$ cat src/rtl/smz_pkg.sv
package smz_pkg;

   // Q1.frac factor for a k dB cut; the last step of the ladder is exact zero
   function automatic logic [31:0] db_gain(input int k, input int steps, input int frac);
      real r;
      if (k >= steps) return 32'd0;
      r = (2.0 ** frac) * (10.0 ** (-real'(k) / 20.0));
      return 32'($rtoi(r + 0.5));
   endfunction

endpackage

$ cat src/rtl/smz_ramp.sv
module smz_ramp #(
   parameter int STEPS = 104,
   localparam int SW = $clog2(STEPS + 1)
) (
   input  logic          clk_i,
   input  logic          rst_ni,
   input  logic          stb_i,
   input  logic          mute_n_i,
   output logic [SW-1:0] step_o,
   output logic [SW-1:0] step_nxt_o,
   output logic          busy_o
);

   localparam logic [SW-1:0] LAST = SW'(STEPS);

   always_comb begin
      step_nxt_o = step_o;
      if (stb_i) begin
         if (mute_n_i) begin
            if (step_o != '0) step_nxt_o = step_o - SW'(1);
         end else begin
            if (step_o != LAST) step_nxt_o = step_o + SW'(1);
         end
      end
   end

   always_ff @(posedge clk_i or negedge rst_ni) begin
      if (!rst_ni) step_o <= '0;
      else         step_o <= step_nxt_o;
   end

   assign busy_o = mute_n_i ? (step_o != '0) : (step_o != LAST);

   a_r3_step_up: assert property (@(posedge clk_i) disable iff (!rst_ni)
      stb_i && !mute_n_i && step_o != LAST |=> step_o == $past(step_o) + SW'(1));

   a_r5_step_down: assert property (@(posedge clk_i) disable iff (!rst_ni)
      stb_i && mute_n_i && step_o != '0 |=> step_o == $past(step_o) - SW'(1));

   a_r6_unit_move: assert property (@(posedge clk_i) disable iff (!rst_ni)
      stb_i |=> (int'(step_o) - int'($past(step_o)) <= 1) &&
                (int'($past(step_o)) - int'(step_o) <= 1));

   a_r4_bounded: assert property (@(posedge clk_i) disable iff (!rst_ni)
      stb_i |=> step_o <= LAST);

   a_r12_step_hold: assert property (@(posedge clk_i) disable iff (!rst_ni)
      !stb_i |=> $stable(step_o));

endmodule

$ cat src/rtl/smz_scale.sv
module smz_scale #(
   parameter int DW = 24,
   parameter int GW = 16,
   localparam int PW = DW + GW + 1
) (
   input  logic signed [DW-1:0] smp_i,
   input  logic        [GW-1:0] gain_i,
   output logic signed [DW-1:0] smp_o
);

   localparam logic signed [PW:0] ONE  = (PW+1)'(1);
   localparam logic signed [PW:0] HALF = ONE <<< (GW - 2);
   localparam logic signed [PW:0] MAXV = (ONE <<< (DW - 1)) - ONE;
   localparam logic signed [PW:0] MINV = -MAXV - ONE;

   logic signed [PW-1:0] prod;
   logic signed [PW:0]   rnd;
   logic signed [PW:0]   sh;

   always_comb begin
      prod = smp_i * $signed({1'b0, gain_i});
      rnd  = prod + HALF;
      sh   = rnd >>> (GW - 1);
      if (sh > MAXV)      smp_o = MAXV[DW-1:0];
      else if (sh < MINV) smp_o = MINV[DW-1:0];
      else                smp_o = sh[DW-1:0];
   end

endmodule

$ cat src/rtl/smz_zero_run.sv
module smz_zero_run #(
   parameter int ZRUN = 1024,
   localparam int CW = $clog2(ZRUN + 1)
) (
   input  logic clk_i,
   input  logic rst_ni,
   input  logic stb_i,
   input  logic zero_i,
   input  logic hold_i,
   output logic amute_o
);

   logic [CW-1:0] cnt, cnt_nxt;

   always_comb begin
      cnt_nxt = cnt;
      if (stb_i) begin
         if (!zero_i)                cnt_nxt = '0;
         else if (cnt != CW'(ZRUN))  cnt_nxt = cnt + CW'(1);
      end
   end

   always_ff @(posedge clk_i or negedge rst_ni) begin
      if (!rst_ni) begin
         cnt     <= '0;
         amute_o <= 1'b0;
      end else begin
         cnt <= cnt_nxt;
         if (stb_i) amute_o <= (cnt_nxt == CW'(ZRUN)) || hold_i;
      end
   end

   a_r8_trip: assert property (@(posedge clk_i) disable iff (!rst_ni)
      stb_i && zero_i && cnt == CW'(ZRUN - 1) |=> amute_o);

   a_r9_release: assert property (@(posedge clk_i) disable iff (!rst_ni)
      stb_i && !zero_i && !hold_i |=> !amute_o && cnt == '0);

   a_r12_amute_hold: assert property (@(posedge clk_i) disable iff (!rst_ni)
      !stb_i |=> $stable(amute_o) && $stable(cnt));

endmodule

$ cat src/rtl/soft_mute_ramp.sv
module soft_mute_ramp #(
   parameter int DW    = 24,
   parameter int GW    = 16,
   parameter int STEPS = 104,
   parameter int ZRUN  = 1024
) (
   input  logic                 clk_i,
   input  logic                 rst_ni,
   input  logic                 smp_stb_i,
   input  logic                 mute_n_i,
   input  logic signed [DW-1:0] left_i,
   input  logic signed [DW-1:0] right_i,
   output logic signed [DW-1:0] left_o,
   output logic signed [DW-1:0] right_o,
   output logic                 busy_o,
   output logic                 amute_o
);

   localparam int SW = $clog2(STEPS + 1);
   localparam int NCH = 2;

   if (DW < 8 || DW > 32) begin : g_bad_dw
      $error("soft_mute_ramp: DW out of range");
   end
   if (GW < 8 || GW > 24) begin : g_bad_gw
      $error("soft_mute_ramp: GW out of range");
   end
   if (STEPS < 2 || STEPS > 255) begin : g_bad_steps
      $error("soft_mute_ramp: STEPS out of range");
   end
   if (ZRUN < 2) begin : g_bad_zrun
      $error("soft_mute_ramp: ZRUN too small");
   end

   // gain ladder, computed at elaboration
   logic [GW-1:0] gtab [0:STEPS];
   for (genvar k = 0; k <= STEPS; k++) begin : g_tab
      localparam logic [GW-1:0] GV = GW'(smz_pkg::db_gain(k, STEPS, GW - 1));
      assign gtab[k] = GV;
   end

   logic [SW-1:0] step, step_nxt;
   logic [GW-1:0] gain_cur;

   smz_ramp #(.STEPS(STEPS)) u_ramp (
      .clk_i      (clk_i),
      .rst_ni     (rst_ni),
      .stb_i      (smp_stb_i),
      .mute_n_i   (mute_n_i),
      .step_o     (step),
      .step_nxt_o (step_nxt),
      .busy_o     (busy_o)
   );

   assign gain_cur = gtab[step];

   logic signed [DW-1:0] ch_in [NCH];
   logic signed [DW-1:0] ch_sc [NCH];
   logic signed [DW-1:0] ch_q  [NCH];

   assign ch_in[0] = left_i;
   assign ch_in[1] = right_i;

   for (genvar c = 0; c < NCH; c++) begin : g_ch
      smz_scale #(.DW(DW), .GW(GW)) u_scale (
         .smp_i  (ch_in[c]),
         .gain_i (gain_cur),
         .smp_o  (ch_sc[c])
      );
      always_ff @(posedge clk_i or negedge rst_ni) begin
         if (!rst_ni)        ch_q[c] <= '0;
         else if (smp_stb_i) ch_q[c] <= ch_sc[c];
      end
   end

   assign left_o  = ch_q[0];
   assign right_o = ch_q[1];

   logic pair_zero, hold_mute;
   assign pair_zero = (left_i == '0) && (right_i == '0);
   assign hold_mute = (step_nxt == SW'(STEPS)) && !mute_n_i;

   smz_zero_run #(.ZRUN(ZRUN)) u_zrun (
      .clk_i   (clk_i),
      .rst_ni  (rst_ni),
      .stb_i   (smp_stb_i),
      .zero_i  (pair_zero),
      .hold_i  (hold_mute),
      .amute_o (amute_o)
   );

   a_r2_unity: assert property (@(posedge clk_i) disable iff (!rst_ni)
      smp_stb_i && step == '0 |=> left_o == $past(left_i) && right_o == $past(right_i));

   a_r4_silent: assert property (@(posedge clk_i) disable iff (!rst_ni)
      smp_stb_i && step == SW'(STEPS) |=> left_o == '0 && right_o == '0);

   a_r11_same_gain: assert property (@(posedge clk_i) disable iff (!rst_ni)
      smp_stb_i && left_i == right_i |=> left_o == right_o);

   a_r10_held_mute: assert property (@(posedge clk_i) disable iff (!rst_ni)
      smp_stb_i && !mute_n_i && step == SW'(STEPS) |=> amute_o);

   a_r12_out_hold: assert property (@(posedge clk_i) disable iff (!rst_ni)
      !smp_stb_i |=> $stable(left_o) && $stable(right_o));

endmodule

$ cat config.mk
export PLATFORM = sky130hd
export DESIGN_NAME = soft_mute_ramp
export DESIGN_NICKNAME = d
export VERILOG_FILES = /design/src/rtl/smz_pkg.sv /design/src/rtl/smz_ramp.sv /design/src/rtl/smz_scale.sv /design/src/rtl/smz_zero_run.sv /design/src/rtl/soft_mute_ramp.sv
export SDC_FILE = /design/constraint.sdc
export NUM_CORES = 2
export LEC_CHECK = 0
export BUFFER_PORTS_ARGS = -buffer_cell sky130_fd_sc_hd__buf_2
export CAP_MARGIN = 0
export CORE_ASPECT_RATIO = 1.4
export CORE_MARGIN = 2
export CORE_UTILIZATION = 28
export CTS_CLUSTER_SIZE = 28
export DETAILED_ROUTE_END_ITERATION = 8
export GPL_ROUTABILITY_DRIVEN = 0
export HOLD_SLACK_MARGIN = 0.05
export PLACE_DENSITY = 0.54
export RECOVER_POWER = 100
export SLEW_MARGIN = 20
export SYNTH_ARGS = -nofsm -noshare
export SYNTH_HDL_FRONTEND = slang
export SYNTH_SLANG_ARGS = --single-unit
$ cat constraint.sdc
create_clock -name clk_i -period 10.71 [get_ports clk_i]
set_clock_uncertainty 0.2 [all_clocks]
set_input_delay 3.213 -clock clk_i [delete_from_list [all_inputs] [get_ports clk_i]]
set_output_delay 3.213 -clock clk_i [all_outputs]
set_load 0.01 [all_outputs]
Word level (Yosys, flattened, before mapping)
Memories as Yosys holds them, arrays and structs flattened.
Cells that the tools add are included.
{ "totals": {"mem_bits_ro": 2048, "output_inout_bits": 50, "word_cells": 44, "n_memories": 1, "ff_bits": 67} }
{ "memory_table": {"columns": ["memory", "depth", "width", "rd", "rd_ports_with_merged_regs", "write_ports", "line_no", "text"], "rows": [
  ["(name not given)", 128, 16, 1, 0, 0, "soft_mute_ramp.sv:55", "assign gain_cur = gtab[step];"]
]} }
{ "op_classes": {"bitwise": 1, "addsub": 5, "mul": 2, "n_mux": 14, "n_reduce_logical": 7, "n_lt_le_gt_ge": 5, "eq_ne": 4} }
{ "op_table": {"columns": ["operator", "count"], "rows": [
  ["$mux W24", 4],
  ["$add A41 B16 Y42 const B", 2],
  ["$mul A24 B17 Y41", 2],
  ["$gt A27 B24 Y1 const B", 2],
  ["$lt A27 B24 Y1 const B", 2],
  ["$logic_not A24 Y1", 2],
  ["$mux W11", 3],
  ["$mux W16", 2],
  ["$mux W7", 4],
  ["$add A11 B1 Y11 const B", 1],
  ["$eq A11 B11 Y1 const B", 1],
  ["$ne A11 B11 Y1 const B", 1],
  ["$ge A8 B8 Y1 const B", 1],
  ["$not A7 Y8", 1],
  ["$add A7 B1 Y7 const B", 1],
  ["$eq A7 B7 Y1 const B", 1],
  ["$ne A7 B7 Y1 const B", 1],
  ["$reduce_bool A7 Y1", 1],
  ["$sub A7 B1 Y7 const B", 1],
  ["$logic_and A1 B1 Y1", 2],
  ["$logic_not A1 Y1", 1],
  ["$logic_or A1 B1 Y1", 1],
  ["$mux W1", 1]
]} }

Longest topological paths before layout
{ "depth": {"ltp_word": 9, "mapped_depth": 39} }

Modules after synthesis
From an unflattened synthesis, not the netlist that was laid out.
{ "hier_totals": {"cells_unflattened": 3896, "area_unflattened_um2": 34956.0} }
{ "by_module_without_submodules": {"columns": ["mod", "area_per_inst_um2", "cells_per_inst", "seq_area_each_um2", "n_inst"], "rows": [
  ["smz_scale (g_ch[1].u_scale)", 15357.2, 1731, 0.0, 1],
  ["smz_scale (g_ch[0].u_scale)", 14851.7, 1674, 0.0, 1],
  ["soft_mute_ramp", 3325.7, 334, 1201.2, 1],
  ["smz_zero_run", 807.0, 84, 300.3, 1],
  ["smz_ramp", 614.3, 73, 175.2, 1]
]} }

Worst setup path after synthesis
No wires, ideal clock.
{ "synth_timing": {"path_kind": "input to register", "start": "in right_i[23]", "end": "reg ch_q (netlist bit right_o[10])", "arrival_time_ns": 9.406, "n_path_buf": 3, "setup_slack_ns": 1.031, "path_stages": 24, "required_time_ns": 10.437, "cell_sequence": "clkbuf_1 nand2_1 fa_1 fa_1 inv_1 fa_1 fa_1 fa_1 inv_1 fa_1 inv_1 ha_1 clkbuf_1 a21o_1 a21o_1 a21oi_1 nand3_1 a211oi_1 or2_1 o21bai_1 xnor2_2 clkbuf_1 o21ai_1 a21oi_2"} }
{ "synth_between": {"elab_chain_len": 5, "word_cells_on_any_way": 6, "classes_between": "add/sub: 1; mul: 1; order compare: 2; mux: 2"} }
{ "synth_lines": {"columns": ["item", "line_no", "text"], "rows": [
  ["start, declared", "soft_mute_ramp.sv:12", "input logic signed [DW-1:0] right_i,"],
  ["$mul A24 B17 Y41 *", "smz_scale.sv:21", "prod = smp_i * $signed({1'b0, gain_i});"],
  ["$add A41 B16 Y42 *", "smz_scale.sv:22", "rnd = prod + HALF;"],
  ["$lt A27 B24 Y1", "smz_scale.sv:25", "else if (sh < MINV) smp_o = MINV[DW-1:0];"],
  ["$mux W24", "smz_scale.sv:25", null],
  ["$mux W24 *", "smz_scale.sv:24", "if (sh > MAXV) smp_o = MAXV[DW-1:0];"],
  ["end signal, assigned by index", "soft_mute_ramp.sv:72", "else if (smp_stb_i) ch_q[c] <= ch_sc[c];"],
  ["end, declared", "soft_mute_ramp.sv:59", "logic signed [DW-1:0] ch_q [NCH];"]
]} }
Mark *: on every way between the ends. The rest lies on a longest branch, timed or not.
A chain may end at the register's enable or synchronous reset.

Final worst setup path
{ "layout_timing": {"start": "in left_i[23]", "end": "reg ch_q (netlist bit left_o[3])"} }
{ "layout_between": {"elab_chain_len": 5, "word_cells_on_any_way": 6, "classes_between": "add/sub: 1; mul: 1; order compare: 2; mux: 2"} }
{ "layout_lines": {"columns": ["item", "line_no", "text"], "rows": [
  ["start, declared", "soft_mute_ramp.sv:11", "input logic signed [DW-1:0] left_i,"],
  ["$mul A24 B17 Y41 *", "smz_scale.sv:21", null],
  ["$add A41 B16 Y42 *", "smz_scale.sv:22", null],
  ["$lt A27 B24 Y1", "smz_scale.sv:25", null],
  ["$mux W24", "smz_scale.sv:25", null],
  ["$mux W24 *", "smz_scale.sv:24", null]
]} }
Marked as above.

==> metrics.txt <==
gr usage total between 10% and 20%; Synth Area in Adders a little over half; met2 Use GR 31.3%; clock sinks 67; post-CTS setup repair buffer count 0; vias in the first global route about 28000; clock latency on the worst-skew pair roughly 0.38 ns; Detail Route Antenna Nets 0; Top Ports a little over 100; Final Hold Vio Count 0; Mapped Area between 30000 and 40000 µm²; Die Height roughly 420 µm; global routing's busiest layer met2; Warnings, synthesis 0; met1 usage 17.6%; critical path's slowest cell fa_1; status finished, violations left; DR vias around 25000; Layout area overhead 7.91%; CP arrival about 10 ns; Overflow after GRT 0; Post-synth EDFFs 0; via density per instance approximately 4.6; reg2reg setup slack roughly 0.85 ns; TNS Setup 0 ns; cts hold-fix bufs 0; routed len/inst around 18 µm; post-synth cell types 76; largest net degree at the start of global routing between 70 and 80; DRC errors left 0; Slew Limit Fails roughly 140; Buf/Inv on CP 5; first-pass GRT wire length about 160 mm; # resized after CTS 0; Worst setup SP type input pin; CTS tree done; fraction of layout cells with a size suffix above 1 4.91%; most frequent cells in the layout inv_1 (959), fa_1 (760), and2_1 (409); syn_area_per_cell between 8 and 9 µm²; syn_nets 4947; Crit Path Class input pin to flop; fin crit share a little over nine tenths; port bufs 101; min-delay worst type flop to flop; largest family of logic cells by synthesized area adder cells; Crit path top cell by count fa_1; total CTS buffers 9; CTS root buffer clkbuf_16; met3 Usage GRT around 1.1%; max-cap violations 3; RSZ-0062 raised after global routing no; measured slew at the worst slew-check pin between 3 and 4 ns; Seq/Total Area, Yosys between 4 and 5%; commonest non-fill, non-tap cell in the layout inv_1; Final Setup Violations 0; total die area about 120000 µm²; FILL cells 13000; critical path, cell by cell buf_2, nand2_1, fa_1, fa_1, inv_1, fa_1, fa_1, fa_1, inv_1, fa_1, inv_1, ha_1, a21o_1, a21o_1, a21o_1, a31o_2, a21o_1, a221oi_1, o21ai_0, xnor2_1, a41o_1, buf_4, o211ai_1, a31oi_1; Post-synth top flop dfrtp_1; Seq cells post-synth 67; post-synthesis mux area share 0.602%; die width 299 µm; clock-pin slew on the worst setup and hold paths 0.06 ns; failing checks max-capacitance violations, max-slew violations; Syn Inst Count slightly below 4000; Post-Route WL ~97 mm; Post-Synth Simple-Gate Area approximately 17%; Async SR Flop Fraction 100%; drt initial violations ~1200; initial antenna violation count 11; drt first pass iters 5; H-tree lvl count 3; complex-gate fraction of the synthesized area 7.94%; CP delay by family, top adder cells; row count 151; fmax a little under 100 MHz; core area ~120000 µm²; CP Capture Type flop; CTS max path bufs 2; slew margin rel. -137%; slowest stage delay, CP between 0.6 and 0.7 ns; nets between 4000 and 5000; worst endpoint required time ~11 ns; Synth Area in XOR/XNOR around 2%; min cycle time layout around 10 ns; starting density of the core approximately 28%; critical-path maximum fanout 23; half-perimeter wire length after placement 78.4 mm
tightest hold or removal path, cell delays in order, from the launching register on:
cell	delay [ns]
dfrtp_1	0.35
nand2_1	0.05
o21ai_0	0.06
registers in the layout (all words and copies together), names as in the netlist:
signal and count:
left_o 24, right_o 24, u_ramp.step_o 7, u_zrun.amute_o 1, u_zrun.cnt 11
final timing paths:
| check | cells past startpoint | to | from |
|---|---|---|---|
| max | 24 | left_o[3] | left_i[23] |
| min | 2 | right_o[23] | right_o[23] |
| max reg2reg | 33 | right_o[12] | u_ramp.step_o[0] |
| min reg2reg | 2 | right_o[23] | right_o[23] |
| max in group asynchronous | 2 | right_o[20] | rst_ni |
| min in group asynchronous | 1 | left_o[21] | rst_ni |
stage by stage:
step | hold slack, ns | setup WS, ns | std cells | util (%) | instance area, µm²
final | 0.304 | 0.596 | 5484 | 30.4 | 36800
after global routing | 0.324 | 0.142 | 5481 | 30.4 | 36800
after global placement | 0.279 | 0.351 | 5463 | 30.3 | 36600
after detailed placement | 0.290 | 0.283 | 5463 | 30.3 | 36600
after CTS | 0.306 | 0.627 | 5479 | 30.5 | 36900
after floorplan | 0.319 | 1.03 | 3877 | - | 34100
synth_stat cells (4+ instances only):
cell | instances | area share (%)
inv_1 | 959 | 11
ha_1 | 258 | 9.5
nor2_1 | 126 | 1.4
a31oi_1 | 35 | 0.64
nand3_1 | 25 | 0.37
a21o_1 | 45 | 0.99
buf_2 | 12 | 0.18
a211o_1 | 4 | 0.10
and2_1 | 410 | 7.5
dfrtp_1 | 67 | 4.9
o211a_1 | 4 | 0.12
fa_1 | 760 | 45
or3_1 | 5 | 0.092
a2111oi_0 | 5 | 0.13
a41o_1 | 4 | 0.12
nor4_1 | 16 | 0.29
or2_2 | 4 | 0.073
xor2_1 | 26 | 0.67
o21ai_1 | 27 | 0.40
a21oi_2 | 20 | 0.51
mux4_2 | 6 | 0.40
clkbuf_1 | 170 | 1.9
o31ai_1 | 6 | 0.13
xnor2_1 | 47 | 1.2
and3_1 | 13 | 0.24
nor3_1 | 19 | 0.28
o211ai_1 | 10 | 0.22
a21oi_1 | 114 | 1.7
a31o_2 | 7 | 0.18
nor2b_1 | 136 | 2.5
o21a_1 | 9 | 0.20
o21bai_1 | 11 | 0.24
o21ai_0 | 62 | 0.91
a211oi_1 | 20 | 0.44
nand2_1 | 324 | 3.6
buf_6 | 6 | 0.20
nand4_1 | 20 | 0.37
mux2i_1 | 7 | 0.21
buf_1 | 4 | 0.044
nand2b_1 | 19 | 0.35
cell families (layout without fill, tap and decap cells):
group                      Yosys count  count (layout)
buffers and inverters             1154            1150
and+or+nand+nor                   1135            1135
adders and majority gates         1018            1018
AOI/OAI and AO/OA                  415             415
xor gates and xnor gates            75              75
DFF                                 67              67
muxes                               13              13
other                                0               5
final cells by class:
class	instances	area [µm²]	area share (%)
Clock inverter	7	51.3	0.140
Sequential cell	67	1680	4.56
Multi-Input combinational cell	2656	28100	76.5
Timing Repair Buffer	173	1070	2.91
Clock buffer	9	225	0.613
Antenna cell	5	12.5	0.0340
Inverter	961	3610	9.81
Tap cell	1606	2010	5.47
layer usage:
layer	routed length [µm]	vias up
met5	88	-
met2	53900	445
met1	35800	13200
met3	2360	163
li1	-	11500
met4	4410	12
Power is not shown: default switching activity piles up to over one toggle a cycle in this logic, so the estimate is an artifact.
